===== config.mk =====
export PLATFORM = sky130hd
export DESIGN_NAME = tbljmp_unit
export DESIGN_NICKNAME = d
export VERILOG_FILES = /design/src/rtl/tbljmp_pkg.sv /design/src/rtl/tbljmp_decode.sv /design/src/rtl/tbljmp_perm.sv /design/src/rtl/tbljmp_addr.sv /design/src/rtl/tbljmp_ctrl.sv /design/src/rtl/tbljmp_unit.sv
export SDC_FILE = /design/constraint.sdc
export NUM_CORES = 1
export LEC_CHECK = 0
export ABC_CLOCK_PERIOD_IN_PS = 6600
export BUFFER_PORTS_ARGS = -buffer_cell sky130_fd_sc_hd__buf_2
export CORE_MARGIN = 5
export CORE_UTILIZATION = 53
export DETAILED_ROUTE_END_ITERATION = 8
export PLACE_DENSITY = 0.85
export SLEW_MARGIN = 20
export SYNTH_ARGS = -nofsm -noshare
export SYNTH_HDL_FRONTEND = slang
export SYNTH_SLANG_ARGS = --single-unit

===== constraint.sdc =====
create_clock -name clk -period 6.6 [get_ports clk]
set_input_delay 0.33 -clock clk [delete_from_list [all_inputs] [get_ports clk]]
set_output_delay 0.33 -clock clk [all_outputs]
set_load 0.03 [all_outputs]

===== src/rtl/tbljmp_pkg.sv =====
package tbljmp_pkg;

  typedef enum logic [2:0] {
    ST_IDLE  = 3'd0,
    ST_CHECK = 3'd1,
    ST_REQ   = 3'd2,
    ST_WAIT  = 3'd3,
    ST_DONE  = 3'd4
  } tj_state_e;

  localparam logic [1:0] PRIV_U = 2'd0;
  localparam logic [1:0] PRIV_S = 2'd1;
  localparam logic [1:0] PRIV_M = 2'd3;

  localparam logic [4:0] CAUSE_NONE    = 5'd0;
  localparam logic [4:0] CAUSE_FETCHAF = 5'd1;
  localparam logic [4:0] CAUSE_ILLEGAL = 5'd2;
  localparam logic [4:0] CAUSE_VIRTUAL = 5'd22;

  typedef struct packed {
    logic       hit;
    logic       link;
    logic [7:0] idx;
  } tj_dec_t;

endpackage


===== src/rtl/tbljmp_decode.sv =====
module tbljmp_decode
  import tbljmp_pkg::*;
(
  input  logic [15:0] instr,
  output tj_dec_t     dec
);
  logic quad_ok;
  logic plain_hit;
  logic link_hit;

  always_comb begin
    quad_ok   = (instr[1:0] == 2'b10);
    plain_hit = quad_ok && (instr[15:7] == 9'b101000000);
    link_hit  = quad_ok && (instr[15:10] == 6'b101000) && (instr[9:7] != 3'b000);
    dec.hit   = plain_hit || link_hit;
    dec.link  = link_hit;
    dec.idx   = plain_hit ? {3'b000, instr[6:2]} : instr[9:2];
  end
endmodule


===== src/rtl/tbljmp_perm.sv =====
module tbljmp_perm
  import tbljmp_pkg::*;
#(
  parameter bit HAS_MSTATE = 1'b1,
  parameter bit HAS_SSTATE = 1'b1
) (
  input  logic       dec_hit,
  input  logic [1:0] priv,
  input  logic       virt,
  input  logic       men,
  input  logic       sen,
  input  logic       hen,
  input  logic       tbl_mode_nz,
  output logic       fail,
  output logic [4:0] cause
);
  logic is_m, is_u, is_vs, is_vu;
  logic ill_se, vir_se;

  always_comb begin
    is_m   = (priv == PRIV_M);
    is_u   = !virt && (priv == PRIV_U);
    is_vs  = virt && (priv == PRIV_S);
    is_vu  = virt && (priv == PRIV_U);
    ill_se = (HAS_MSTATE && !is_m && !men) || (HAS_SSTATE && is_u && !sen);
    vir_se = HAS_SSTATE && ((is_vs && !hen) || (is_vu && (!sen || !hen)));

    fail  = 1'b1;
    cause = CAUSE_ILLEGAL;
    if (!dec_hit) begin
      cause = CAUSE_ILLEGAL;
    end else if (ill_se) begin
      cause = CAUSE_ILLEGAL;
    end else if (vir_se) begin
      cause = CAUSE_VIRTUAL;
    end else if (tbl_mode_nz) begin
      cause = CAUSE_ILLEGAL;
    end else begin
      fail  = 1'b0;
      cause = CAUSE_NONE;
    end
  end
endmodule


===== src/rtl/tbljmp_addr.sv =====
module tbljmp_addr #(
  parameter int XLEN = 32
) (
  input  logic [XLEN-1:0] csr,
  input  logic [7:0]      idx,
  output logic [XLEN-1:0] addr
);
  localparam int ENTRY_BYTES = XLEN / 8;
  localparam int ENTRY_SH    = $clog2(ENTRY_BYTES);

  logic [XLEN-1:0] base;
  logic [XLEN-1:0] offs;

  always_comb begin
    base = {csr[XLEN-1:6], 6'b000000};
    offs = XLEN'(idx) << ENTRY_SH;
    addr = base + offs;
  end
endmodule


===== src/rtl/tbljmp_ctrl.sv =====
module tbljmp_ctrl
  import tbljmp_pkg::*;
(
  input  logic      clk,
  input  logic      rst_n,
  input  logic      issue_valid,
  input  logic      chk_fail,
  input  logic      rsp_valid,
  output tj_state_e state_q,
  output logic      accept,
  output logic      check_load,
  output logic      rsp_take
);
  tj_state_e state_d;

  always_comb begin
    state_d = state_q;
    unique case (state_q)
      ST_IDLE:  if (issue_valid) state_d = ST_CHECK;
      ST_CHECK: state_d = chk_fail ? ST_DONE : ST_REQ;
      ST_REQ:   state_d = ST_WAIT;
      ST_WAIT:  if (rsp_valid) state_d = ST_DONE;
      ST_DONE:  state_d = ST_IDLE;
      default:  state_d = ST_IDLE;
    endcase
  end

  always_ff @(posedge clk or negedge rst_n) begin
    if (!rst_n) state_q <= ST_IDLE;
    else        state_q <= state_d;
  end

  always_comb begin
    accept     = (state_q == ST_IDLE) && issue_valid;
    check_load = (state_q == ST_CHECK);
    rsp_take   = (state_q == ST_WAIT) && rsp_valid;
  end
endmodule


===== src/rtl/tbljmp_unit.sv =====
module tbljmp_unit
  import tbljmp_pkg::*;
#(
  parameter int XLEN       = 32,
  parameter bit HAS_MSTATE = 1'b1,
  parameter bit HAS_SSTATE = 1'b1
) (
  input  logic            clk,
  input  logic            rst_n,
  input  logic            issue_valid,
  input  logic [15:0]     issue_instr,
  input  logic [XLEN-1:0] issue_pc,
  input  logic [1:0]      priv_mode,
  input  logic            virt_mode,
  input  logic [XLEN-1:0] jtab_csr,
  input  logic            men_bit,
  input  logic            sen_bit,
  input  logic            hen_bit,
  output logic            mem_req_valid,
  output logic [XLEN-1:0] mem_req_addr,
  input  logic            mem_rsp_valid,
  input  logic [XLEN-1:0] mem_rsp_data,
  input  logic            mem_rsp_fault,
  output logic            busy,
  output logic            done,
  output logic            redirect_valid,
  output logic [XLEN-1:0] redirect_pc,
  output logic            link_we,
  output logic [XLEN-1:0] link_data,
  output logic            exc_valid,
  output logic [4:0]      exc_cause
);
  // reset: asserted asynchronously, released through two flops
  logic rst_meta, rst_core_n;
  always_ff @(posedge clk or negedge rst_n) begin
    if (!rst_n) begin
      rst_meta   <= 1'b0;
      rst_core_n <= 1'b0;
    end else begin
      rst_meta   <= 1'b1;
      rst_core_n <= rst_meta;
    end
  end

  tj_state_e state_q;
  logic      accept, check_load, rsp_take;
  logic      chk_fail;
  logic [4:0] chk_cause;

  // captured instruction context
  logic [15:0]     instr_q;
  logic [XLEN-1:0] pc_q, csr_q;
  logic [1:0]      priv_q;
  logic            virt_q, men_q, sen_q, hen_q;

  always_ff @(posedge clk or negedge rst_core_n) begin
    if (!rst_core_n) begin
      instr_q <= '0;
      pc_q    <= '0;
      csr_q   <= '0;
      priv_q  <= PRIV_M;
      virt_q  <= 1'b0;
      men_q   <= 1'b0;
      sen_q   <= 1'b0;
      hen_q   <= 1'b0;
    end else if (accept) begin
      instr_q <= issue_instr;
      pc_q    <= issue_pc;
      csr_q   <= jtab_csr;
      priv_q  <= priv_mode;
      virt_q  <= virt_mode;
      men_q   <= men_bit;
      sen_q   <= sen_bit;
      hen_q   <= hen_bit;
    end
  end

  tj_dec_t dec;
  tbljmp_decode u_dec (
    .instr (instr_q),
    .dec   (dec)
  );

  tbljmp_perm #(
    .HAS_MSTATE (HAS_MSTATE),
    .HAS_SSTATE (HAS_SSTATE)
  ) u_perm (
    .dec_hit     (dec.hit),
    .priv        (priv_q),
    .virt        (virt_q),
    .men         (men_q),
    .sen         (sen_q),
    .hen         (hen_q),
    .tbl_mode_nz (csr_q[5:0] != 6'd0),
    .fail        (chk_fail),
    .cause       (chk_cause)
  );

  logic [XLEN-1:0] entry_addr;
  tbljmp_addr #(.XLEN(XLEN)) u_addr (
    .csr  (csr_q),
    .idx  (dec.idx),
    .addr (entry_addr)
  );

  tbljmp_ctrl u_ctrl (
    .clk         (clk),
    .rst_n       (rst_core_n),
    .issue_valid (issue_valid),
    .chk_fail    (chk_fail),
    .rsp_valid   (mem_rsp_valid),
    .state_q     (state_q),
    .accept      (accept),
    .check_load  (check_load),
    .rsp_take    (rsp_take)
  );

  // result registers
  logic            exc_q;
  logic [4:0]      cause_q;
  logic [XLEN-1:0] target_q;

  always_ff @(posedge clk or negedge rst_core_n) begin
    if (!rst_core_n) begin
      exc_q    <= 1'b0;
      cause_q  <= CAUSE_NONE;
      target_q <= '0;
    end else if (check_load) begin
      exc_q   <= chk_fail;
      cause_q <= chk_cause;
    end else if (rsp_take) begin
      exc_q    <= mem_rsp_fault;
      cause_q  <= mem_rsp_fault ? CAUSE_FETCHAF : CAUSE_NONE;
      target_q <= mem_rsp_data & ~XLEN'(1);
    end
  end

  always_comb begin
    busy           = (state_q != ST_IDLE);
    done           = (state_q == ST_DONE);
    mem_req_valid  = (state_q == ST_REQ);
    mem_req_addr   = entry_addr;
    redirect_valid = done && !exc_q;
    redirect_pc    = target_q;
    link_we        = done && !exc_q && dec.link;
    link_data      = pc_q + XLEN'(2);
    exc_valid      = done && exc_q;
    exc_cause      = exc_valid ? cause_q : CAUSE_NONE;
  end
endmodule


==> results.py, run 1 <==
metrics = {
    "pwr": {
        "switchingPower_mw": 1.44,
        "cellLeakagePower_nw": 3.84,
        "worst_ir_drop_vdd_mv": 0.350,
        "switching_share": 0.405,
        "power.clock.fraction": 0.248,
        "seqPwrFrac": 0.358,
        "power_mw": 3.56,
        "logic_gate_share_of_total_power": 0.393,
        "power_internal_mw": 2.12,
        "power_per_cell_area_nw_per_um2": 455,
    },
    "yosys": {
        "postSynthCellCount": 541,
        "area_share_of_xor_xnor_cells_in_the_synthesized_design": 0.0743,
        "syn-mean-instance-area_um2": 11.3,
        "synth_adder_area_share": 0.0135,
        "synth_ff_type": "sky130_fd_sc_hd__dfrtp_1",
        "async_set_reset_flop_share_out_of_synthesis": 1.00,
        "register_bit_total_from_synthesis": 126,
        "synth_seq_area_share": 0.514,
        "area_leader_netlist": "sky130_fd_sc_hd__dfrtp_1",
        "synth_compound_gate_area_share": 0.0177,
        "synthTopCellsByArea": "sky130_fd_sc_hd__dfrtp_1 (51%), sky130_fd_sc_hd__mux2_2 (15%), sky130_fd_sc_hd__nand2_1 (7.0%)",
        "netlist_area_um2": 6130,
        "synth_cell_type_count": 46,
        "synth_edf_count": 0,
        "post_synth_mux_area_share": 0.155,
        "synth_area_in_simple_gates": 0.178,
        "number_of_warnings_reported_in_the_yosys_synthesis_log": 0,
        "synth_top_family_by_area": "simple AND/OR/NAND/NOR gates",
        "yosys.area.top_type_share": 0.506,
    },
    "detailed_routing": {
        "detail-route-antenna-nets": 0,
        "dr.first_iter.drc_count": 324,
        "drc": 0,
        "avgRoutedWirePerCell_um": 16.4,
        "first_pass_iters": 4,
        "routed_wl_mm": 15.0,
        "route.detailed.vias_per_inst": 5.26,
        "num_vias": 4812,
    },
    "setup_path": {
        "timing.critical_path.buf_inv": 1,
        "worst_path_largest_cell_delay_ns": 0.70,
        "cp-end-kind": "primary output",
        "cp_slowest_cell": "sky130_fd_sc_hd__o22ai_1",
        "type_of_the_worst_setup_path": "reg2out",
        "worstPathArrival_ns": 2.67,
        "critical_path_peak_fanout": 11,
        "startpoint_type": "flip-flop",
        "cp_cell_sequence": "ha_1, nand3_1, o22ai_1, nand4_1, xnor2_1, buf_2",
        "critical_path_required_ns": 6.27,
        "crit_family": "compound AO/OA/AOI/OAI gates",
    },
    "placed_design": {
        "hpwl_mm": 10.9,
        "place.port_buffers": 224,
        "globalplace.congestion": 0.822,
        "standard_cell_area_after_detailed_placement_um2": 7230,
    },
    "timing": {
        "hold_violations": 0,
        "final.setup_skew_ns": 0.00710,
        "final-setup-viol-count": 0,
        "rsz0062_at_grt": "false",
        "finalCriticalPeriod_ns": 3.00,
        "finalHoldWorstSlack_ns": 0.112,
        "tightest_slew_ns": 1.11,
        "fin_crit_sh": 0.455,
        "relSlewSlack": 0.261,
        "maxClockFrequency_mhz": 333,
        "final.setup.tns_ns": 0,
        "drv_slew": 0,
    },
    "finish": {
        "antennaDiodeCount": 0,
        "sequential_standard_cell_area_um2": 3160,
        "utilization_of_the_core_after_routing": 0.690,
        "layout.filler_cells": 796,
        "layout.cells.most_common": "sky130_fd_sc_hd__buf_2",
        "share_of_layout_cells_above_drive_strength_1": 0.460,
        "layout_common_cells": "sky130_fd_sc_hd__buf_2 (224), sky130_fd_sc_hd__dfrtp_1 (123), sky130_fd_sc_hd__nand2_1 (114), sky130_fd_sc_hd__mux2_2 (79), sky130_fd_sc_hd__xnor2_1 (46)",
        "area_delta_synth_final_pct": 27.8,
        "layout.nets": 888,
        "multiInputGateArea_um2": 2710,
        "stdcell_area_um2": 7840,
    },
    "floorplanning": {
        "floorplan.die_area_um2": 13800,
        "core-area_um2": 11400,
        "dieHeight_um": 118,
        "row_count": 39,
        "chipWidth_um": 118,
        "start_util": 0.539,
        "io-pin-count": 230,
    },
    "global_route": {
        "grt.overflow.total": 0,
        "grt_first_pass_wirelength_mm": 24.9,
        "groute.usage.overall": 0.218,
        "maximum_number_of_pins_on_one_net_before_global_route_repair": 90,
        "first_global_vias": 5202,
        "antenna_found_initial": 0,
    },
    "status": {
        "status": "finished, final reports clean",
    },
    "job": {
        "max_cap_violations": 0,
    },
    "clocking": {
        "worst_skew_pair.late_latency_ns": 0.40,
        "cts_max_path_buffers": 2,
        "ctsHtreeMaxLevel": 4,
        "cts_root_buf": "sky130_fd_sc_hd__clkbuf_16",
        "clk_pin_slew_ns": 0.06,
        "cts_buffer_count": 17,
        "cts.repair_timing.setup_buffer_count": 0,
        "tritoncts_num_sinks": 126,
        "cts_tree": "yes",
        "ctsResizeCount": 0,
    },
    "hold_path": {
        "hold_path_class": "in2reg",
    },
}
==> path summary, 6_finish.rpt <==
path                              startpoint                to  slack, ns  cells after the start
min                         mem_rsp_data[13]   redirect_pc[13]       0.11                      3
min in group asynchronous              rst_n          rst_meta       0.25                      2
max in group asynchronous         rst_core_n         csr_q[16]       5.39                      1
max                               instr_q[8]  mem_req_addr[31]       3.60                      6
max reg2reg                u_ctrl.state_q[1]          pc_q[20]       4.16                      4
min reg2reg                       rst_core_n        instr_q[4]       0.27                      0
==> layer usage <==
layer  GRT usage  vias to the layer above  wire length, um
li1            -                     2275                -
met1       0.245                     2318             5670
met2       0.371                      197             7670
met3      0.0985                       22             1390
met4      0.0681                        0              240
met5           0                        -                0
==> logic make-up (layout without fill, tap and decap cells) <==
kind of cell	Yosys count	count (layout)
buffers and inverters	41	269
multiplexers	83	83
AO/OA/AOI/OAI	17	17
flip-flops	126	126
adder cells (fa/ha/maj)	6	6
other	2	5
XOR/XNOR	52	52
AND/OR/NAND/NOR	214	214
==> layout make-up <==
cell class,count,share of cell area
Sequential cell,126,0.403
Multi-Input combinational cell,377,0.346
Timing Repair Buffer,231,0.153
Clock buffer,23,0.0622
Tap cell,143,0.0228
Clock inverter,9,0.0109
Inverter,6,0.00287
==> cell usage after synthesis (2+ instances only) <==
master and number:
sky130_fd_sc_hd__and3_1 10, sky130_fd_sc_hd__clkbuf_1 9, sky130_fd_sc_hd__a22o_1 2, sky130_fd_sc_hd__nand4b_1 2
sky130_fd_sc_hd__buf_4 14, sky130_fd_sc_hd__o21ai_0 4, sky130_fd_sc_hd__xnor2_1 46, sky130_fd_sc_hd__and4_1 6
sky130_fd_sc_hd__nor3b_1 3, sky130_fd_sc_hd__nand4_1 22, sky130_fd_sc_hd__buf_6 5, sky130_fd_sc_hd__nor3_1 5
sky130_fd_sc_hd__nand3_1 18, sky130_fd_sc_hd__dfrtp_1 124, sky130_fd_sc_hd__nor2_1 12, sky130_fd_sc_hd__dfstp_2 2
sky130_fd_sc_hd__mux2_4 4, sky130_fd_sc_hd__xor2_1 6, sky130_fd_sc_hd__buf_2 5, sky130_fd_sc_hd__inv_1 6
sky130_fd_sc_hd__a21oi_1 5, sky130_fd_sc_hd__conb_1 2, sky130_fd_sc_hd__nor4_1 3, sky130_fd_sc_hd__and2_1 6
sky130_fd_sc_hd__ha_1 5, sky130_fd_sc_hd__o22ai_1 2, sky130_fd_sc_hd__nor4_2 2, sky130_fd_sc_hd__nand2_1 114
sky130_fd_sc_hd__mux2_2 79, sky130_fd_sc_hd__buf_12 2
==> worst register-to-register path: stages, from the launching register on <==
cell                      delay [ns]
sky130_fd_sc_hd__dfrtp_1        0.46
sky130_fd_sc_hd__or3_4          0.46
sky130_fd_sc_hd__nor2_8         0.08
sky130_fd_sc_hd__buf_4          0.83
sky130_fd_sc_hd__mux2_2         0.48
==> power by group through the flow <==
stage	combinational, mW	sequential, mW	clock, mW
detailed placement	1.40	1.29	0
global placement	1.37	1.26	0
global route	1.50	1.32	0.941
CTS	1.41	1.28	0.906
floorplan	1.03	1.29	0
finish	1.40	1.28	0.885
==> registers in the layout, indices dropped and copies added, names as in the netlist <==
signal,cells
cause_q,3
csr_q,32
exc_q,1
hen_q,1
instr_q,16
men_q,1
pc_q,32
priv_q,2
redirect_pc,31
rst_core_n,1
rst_meta,1
sen_q,1
u_ctrl.state_q,3
virt_q,1
==> through the flow <==
stage	std cells	worst slack, ns
after detailed placement	881	3.98
after global placement	881	4.03
after CTS	914	3.53
after floorplan	544	2.83
final	915	3.60
after global routing	915	3.32
==> what timing repair did <==
item,CTS,global route
endpoints found under the hold margin,2,0
hold buffers,1,0
setup endpoints to repair,0,0
Note: power is estimated with default switching activity, not from simulation.
==> run 2: changes to the inputs <==
Settings changed: ABC_CLOCK_PERIOD_IN_PS 6600 to 2700, CORE_UTILIZATION 53 to 45, PLACE_DENSITY 0.85 to 0.77.
Clock period 6.6 ns to 2.7 ns, I/O delays scaled along.
==> run 2 against run 1 <==
- sequential share of layout area decreased by 5.8 points
- total power increased to 2.6 times the previous value
- first-iteration DRC count fell by 32%
- non-clock buffer count up 122
- largest power group unchanged
- combinational power grew to 2.6 times the previous value
- sequential power increased by 140%
- cell area grew 17%
==> results.py, run 2 (synthesis results as in run 1) <==
metrics = {
    "clocking": {
        "ctsHtreeMaxLevel": 4,
        "cts_tree": "yes",
        "cts_root_buf": "sky130_fd_sc_hd__clkbuf_16",
        "clk_pin_slew_ns": 0.06,
        "cts.repair_timing.setup_buffer_count": 0,
        "tritoncts_num_sinks": 126,
        "cts_max_path_buffers": 2,
        "cts_buffer_count": 17,
        "worst_skew_pair.late_latency_ns": 0.40,
    },
    "placed_design": {
        "place.port_buffers": 224,
        "hpwl_mm": 10.8,
        "inst_count_dp": 919,
        "place_ws_ns": 0.583,
        "globalplace.congestion": 0.792,
    },
    "pwr": {
        "switching_share": 0.399,
        "worst_ir_drop_vdd_mv": 0.525,
        "power_per_cell_area_nw_per_um2": 1000,
        "seqPwrFrac": 0.340,
        "power_internal_mw": 5.52,
        "cellLeakagePower_nw": 4.37,
        "power.clock.fraction": 0.265,
        "switchingPower_mw": 3.66,
        "power_mw": 9.17,
        "logic_gate_share_of_total_power": 0.396,
    },
    "job": {
        "max_cap_violations": 0,
    },
    "setup_path": {
        "critical_path_required_ns": 2.57,
        "cp-end-kind": "primary output",
        "cp_cell_sequence": "ha_1, fa_1, a21oi_2, o31ai_1, buf_4, nand4_1, xnor2_1, buf_2",
        "type_of_the_worst_setup_path": "reg2out",
        "worst_path_largest_cell_delay_ns": 0.43,
        "startpoint_type": "flip-flop",
        "critical_path_peak_fanout": 11,
        "worstPathArrival_ns": 2.41,
        "cp_slowest_cell": "sky130_fd_sc_hd__fa_1",
    },
    "detailed_routing": {
        "first_pass_iters": 4,
        "route.detailed.vias_per_inst": 4.97,
        "avgRoutedWirePerCell_um": 16.1,
        "detail-route-antenna-nets": 0,
        "drc": 0,
        "dr.first_iter.drc_count": 219,
        "num_vias": 5320,
        "routed_wl_mm": 17.2,
    },
    "global_route": {
        "maximum_number_of_pins_on_one_net_before_global_route_repair": 90,
        "grt_first_pass_wirelength_mm": 27.9,
        "first_global_vias": 5752,
        "antenna_found_initial": 1,
        "grt.overflow.total": 0,
        "groute.usage.overall": 0.216,
    },
    "timing": {
        "rsz0062_at_grt": "true",
        "final.setup_skew_ns": 0.00736,
        "worst_slack_ns": 0.157,
        "finalHoldWorstSlack_ns": 0.0443,
        "fin_crit_sh": 0.942,
        "maxClockFrequency_mhz": 393,
        "final-setup-viol-count": 0,
        "drv_slew": 0,
        "relSlewSlack": 0.637,
        "tightest_slew_ns": 0.542,
        "hold_violations": 0,
        "final.setup.tns_ns": 0,
        "finalCriticalPeriod_ns": 2.54,
    },
    "finish": {
        "layout.cells.most_common": "sky130_fd_sc_hd__buf_2",
        "area_delta_synth_final_pct": 49.5,
        "layout_common_cells": "sky130_fd_sc_hd__buf_2 (223), sky130_fd_sc_hd__dfrtp_1 (123), sky130_fd_sc_hd__dlygate4sd3_1 (119), sky130_fd_sc_hd__nand2_1 (114), sky130_fd_sc_hd__mux2_2 (79)",
        "share_of_layout_cells_above_drive_strength_1": 0.405,
        "final_cells": 1071,
        "layout.nets": 1010,
    },
    "floorplanning": {
        "io-pin-count": 230,
        "row_count": 42,
        "core-area_um2": 13300,
        "dieHeight_um": 127,
        "start_util": 0.461,
        "chipWidth_um": 127,
        "floorplan.die_area_um2": 16100,
    },
    "status": {
        "status": "finished, final reports clean",
    },
    "hold_path": {
        "hold_path_class": "in2async",
    },
}
==> run 2: changes by cell type in the layout (fill, tap and decap cells not counted), moves of 3 or more <==
cell and delta:
sky130_fd_sc_hd__inv_6 +3, sky130_fd_sc_hd__bufinv_16 +3, sky130_fd_sc_hd__buf_4 +3, sky130_fd_sc_hd__clkbuf_8 -4, sky130_fd_sc_hd__clkinv_2 -3, sky130_fd_sc_hd__dlygate4sd3_1 +118
==> run 2: worst max-delay path, delay by kind of cell (launching register included) <==
family | cells | cell delay (ns)
buf+inv | 2 | 0.41
xor+xnor | 1 | 0.14
simple gates | 1 | 0.13
flops | 1 | 0.38
compound gates | 2 | 0.27
fa+ha+maj | 2 | 0.66
==> run 2: cell type report <==
cell class / count / area, um^2
multi-input cells: 377 / 2720
clock buffers: 17 / 425
diodes: 1 / 2.50
fillers: 896 / 4120
flip-flops and latches: 126 / 3160
repair buffers: 353 / 2410
clock inverters: 15 / 211
inverters: 6 / 22.5
well taps: 176 / 220
==> run 2: path summary, 6_finish.rpt <==
check | startpoint | endpoint | slack [ns] | cells past startpoint
worst min register to register | rst_core_n | redirect_pc[25] | 0.24 | 0
worst min-delay path | rst_n | rst_core_n | 0.04 | 2
min in group clk | mem_rsp_fault | cause_q[0] | 0.05 | 3
worst max-delay path | csr_q[6] | mem_req_addr[14] | 0.16 | 8
max in group asynchronous | rst_core_n | priv_q[1] | 1.72 | 1
worst max register to register | u_ctrl.state_q[1] | pc_q[31] | 0.69 | 4
==> run 2: per-stage QoR <==
stage	cell area (um^2)	util
final	9170	0.690
after global routing	9170	0.690
after CTS	9160	0.689
after detailed placement	7330	0.552
after global placement	7330	0.552
after floorplan	6150	-
==> run 2: timing repair <==
action,in CTS,in global routing
hold buffers,119,0
gates resized for setup,0,2
endpoints found under the hold margin,120,0
setup endpoints to repair,0,5
==> run 2: power by group through the flow <==
stage	logic (mW)	registers, mW	clock network, mW
detailed placement	3.44	3.13	0
CTS	3.58	3.11	2.48
global route	3.86	3.22	2.56
floorplan	2.51	3.14	0
finish	3.63	3.12	2.43
global placement	3.39	3.10	0
==> run 2: routing by layer <==
| metal | track usage | part of all wire | up-vias |
|---|---|---|---|
| met5 | 0 | 0 | - |
| met4 | 0.102 | 0.034 | 0 |
| met3 | 0.0677 | 0.077 | 51 |
| met2 | 0.375 | 0.50 | 233 |
| met1 | 0.242 | 0.39 | 2519 |
| li1 | - | - | 2517 |
==> run 3: changes to the inputs <==
Settings changed: ABC_AREA set to 1, CORE_UTILIZATION 45 to 46, PLACE_DENSITY 0.77 to 0.79, SETUP_SLACK_MARGIN set to 0.4.
==> run 3 against run 2 <==
- flip-flop and latch count did not move
- wire length up 25%
- sequential power grew 9.6%
- synthesized cell count is 42% higher
==> results.py, run 3 <==
metrics = {
    "clocking": {
        "cts_root_buf": "sky130_fd_sc_hd__clkbuf_16",
        "ctsHtreeMaxLevel": 4,
        "cts_max_path_buffers": 2,
        "cts_buffer_count": 17,
        "tritoncts_num_sinks": 126,
        "clk_pin_slew_ns": 0.06,
        "cts_tree": "yes",
        "worst_skew_pair.late_latency_ns": 0.41,
    },
    "setup_path": {
        "type_of_the_worst_setup_path": "reg2out",
        "crit_family": "simple AND/OR/NAND/NOR gates",
        "cp_slowest_cell": "sky130_fd_sc_hd__dfrtp_1",
        "regToRegSetupSlack_ns": 0.82,
        "critical_path_peak_fanout": 4,
        "critical_path_required_ns": 2.57,
        "timing.critical_path.buf_inv": 1,
        "cp-end-kind": "primary output",
        "cp_cell_sequence": "ha_4, nand2_1, nor2_2, nand3_1, nand2_1, nand2_1, xor2_1, buf_2",
        "critPathMostFrequentCell": "sky130_fd_sc_hd__nand2_1",
        "worst_path_largest_cell_delay_ns": 0.43,
        "worstPathArrival_ns": 2.15,
        "startpoint_type": "flip-flop",
    },
    "floorplanning": {
        "row_count": 44,
        "floorplan.die_area_um2": 17100,
        "io-pin-count": 230,
        "start_util": 0.465,
        "dieHeight_um": 131,
        "chipWidth_um": 131,
        "core-area_um2": 14400,
    },
    "status": {
        "status": "finished, final reports clean",
    },
    "yosys": {
        "number_of_warnings_reported_in_the_yosys_synthesis_log": 0,
        "yosysMostFrequentCell": "sky130_fd_sc_hd__nand2_1",
        "area_leader_netlist": "sky130_fd_sc_hd__dfrtp_1",
        "register_bit_total_from_synthesis": 126,
        "synth_edf_count": 0,
        "synth_cell_type_count": 30,
        "synthTopCellsByArea": "sky130_fd_sc_hd__dfrtp_1 (46%), sky130_fd_sc_hd__nand2_1 (12%), sky130_fd_sc_hd__mux2_4 (9.2%)",
        "synth_ff_type": "sky130_fd_sc_hd__dfrtp_1",
        "async_set_reset_flop_share_out_of_synthesis": 1.00,
        "synth_seq_area_share": 0.470,
        "yosys-top-cells-count": "sky130_fd_sc_hd__nand2_1 (213), sky130_fd_sc_hd__dfrtp_1 (124), sky130_fd_sc_hd__nor2_1 (95), sky130_fd_sc_hd__inv_1 (70), sky130_fd_sc_hd__mux2_4 (41)",
        "postSynthCellCount": 767,
        "syn-mean-instance-area_um2": 8.75,
        "yosys.area.top_type_share": 0.462,
        "netlist_area_um2": 6710,
    },
    "timing": {
        "relSlewSlack": 0.551,
        "final.setup.tns_ns": 0,
        "tightest_slew_ns": 0.674,
        "final.setup_skew_ns": 0.00708,
        "fin_crit_sh": 0.848,
        "maxClockFrequency_mhz": 437,
        "rsz0062_at_grt": "true",
        "hold_violations": 0,
        "finalCriticalPeriod_ns": 2.29,
        "final-setup-viol-count": 0,
        "worst_slack_ns": 0.410,
        "drv_slew": 0,
    },
    "hold_path": {
        "hold_path_class": "in2reg",
    },
    "detailed_routing": {
        "drc": 0,
        "dr.first_iter.drc_count": 484,
        "avgRoutedWirePerCell_um": 16.5,
        "route.detailed.vias_per_inst": 5.08,
        "routed_wl_mm": 21.5,
        "first_pass_iters": 5,
        "detail-route-antenna-nets": 0,
        "num_vias": 6627,
    },
    "placed_design": {
        "hpwl_mm": 13.3,
        "place.port_buffers": 224,
        "place_ws_ns": 0.579,
        "globalplace.congestion": 0.906,
    },
    "pwr": {
        "cellLeakagePower_nw": 5.19,
        "worst_ir_drop_vdd_mv": 0.705,
        "power_per_cell_area_nw_per_um2": 1220,
    },
    "finish": {
        "layout_common_cells": "sky130_fd_sc_hd__buf_2 (213), sky130_fd_sc_hd__nand2_1 (206), sky130_fd_sc_hd__dfrtp_1 (122), sky130_fd_sc_hd__dlygate4sd3_1 (114), sky130_fd_sc_hd__nor2_1 (90)",
        "layout.nets": 1236,
        "share_of_layout_cells_above_drive_strength_1": 0.321,
        "layout.cells.most_common": "sky130_fd_sc_hd__buf_2",
        "area_delta_synth_final_pct": 48.1,
        "layout.filler_cells": 1058,
    },
    "global_route": {
        "grt.overflow.total": 0,
        "maximum_number_of_pins_on_one_net_before_global_route_repair": 125,
        "antenna_found_initial": 1,
        "groute.usage.overall": 0.245,
        "first_global_vias": 6654,
        "grt_first_pass_wirelength_mm": 32.7,
    },
    "job": {
        "max_cap_violations": 0,
    },
}
## run 3: tightest hold or removal path, stage by stage
cell,delay (ns)
sky130_fd_sc_hd__buf_2,0.08
sky130_fd_sc_hd__nor2_1,0.04
sky130_fd_sc_hd__a21oi_1,0.12
## run 3: cell families (layout without fill, tap and decap cells)
family,Yosys count,count (layout),synth area share
DFF,126,126,0.470
AOI/OAI and AO/OA,47,47,0.0358
buffers and inverters,104,453,0.0753
other,2,6,0.00112
xor gates and xnor gates,42,42,0.0548
adders and majority gates,6,6,0.0123
and+or+nand+nor,387,387,0.239
muxes,53,53,0.112
## run 3: power by group
group / total (mW) / internal, mW / switching, mW
clock network: 2.52 / 1.68 / 0.838
logic: 6.19 / 2.31 / 3.87
registers: 3.42 / 2.68 / 0.734
## run 3: area by class of cell
type | instances | area (um^2) | share of cell area
Timing Repair Buffer | 351 | 2430 | 0.245
Clock inverter | 10 | 188 | 0.0189
Clock buffer | 21 | 460 | 0.0463
Multi-Input combinational cell | 540 | 3200 | 0.322
Sequential cell | 126 | 3160 | 0.318
Tap cell | 184 | 230 | 0.0232
Antenna cell | 1 | 2.50 | 0.000252
Inverter | 71 | 267 | 0.0268
## run 3: routing by layer
metal | GRT usage | wire length (um)
met2 | 0.416 | 10700
met1 | 0.292 | 8370
met3 | 0.0695 | 1740
met4 | 0.102 | 682
met5 | 0 | 0
## run 3: path summary, 6_finish.rpt
path	depth (start not counted)	from	end
max in group asynchronous	1	rst_core_n	pc_q[12]
min in group asynchronous	2	rst_n	rst_meta
hold reg to reg	0	rst_meta	rst_core_n
hold / removal	3	jtab_csr[28]	csr_q[28]
setup reg to reg	4	u_ctrl.state_q[0]	instr_q[12]
setup / recovery	8	csr_q[9]	mem_req_addr[19]
## run 3: metrics by stage
step	instance area (um^2)	power, mW	cells	utilization	hold slack (ns)
after floorplan	6730	7.47	770	-	-0.161
after global placement	7930	8.72	1150	0.550	-0.0780
after detailed placement	7930	8.83	1150	0.550	-0.0784
after CTS	9780	11.6	1297	0.678	0.00279
after global routing	9940	12.8	1304	0.689	0.00904
final	9940	12.1	1304	0.689	0.0124
## run 3: what timing repair did
action | CTS | global route
endpoints found under the hold margin | 115 | 0
setup endpoints to repair | 15 | 25
cloned | 0 | 0
buffers inserted | 2 | 6
hold buffers | 114 | 0
resized for setup | 15 | 36
pin swaps | 0 | 5
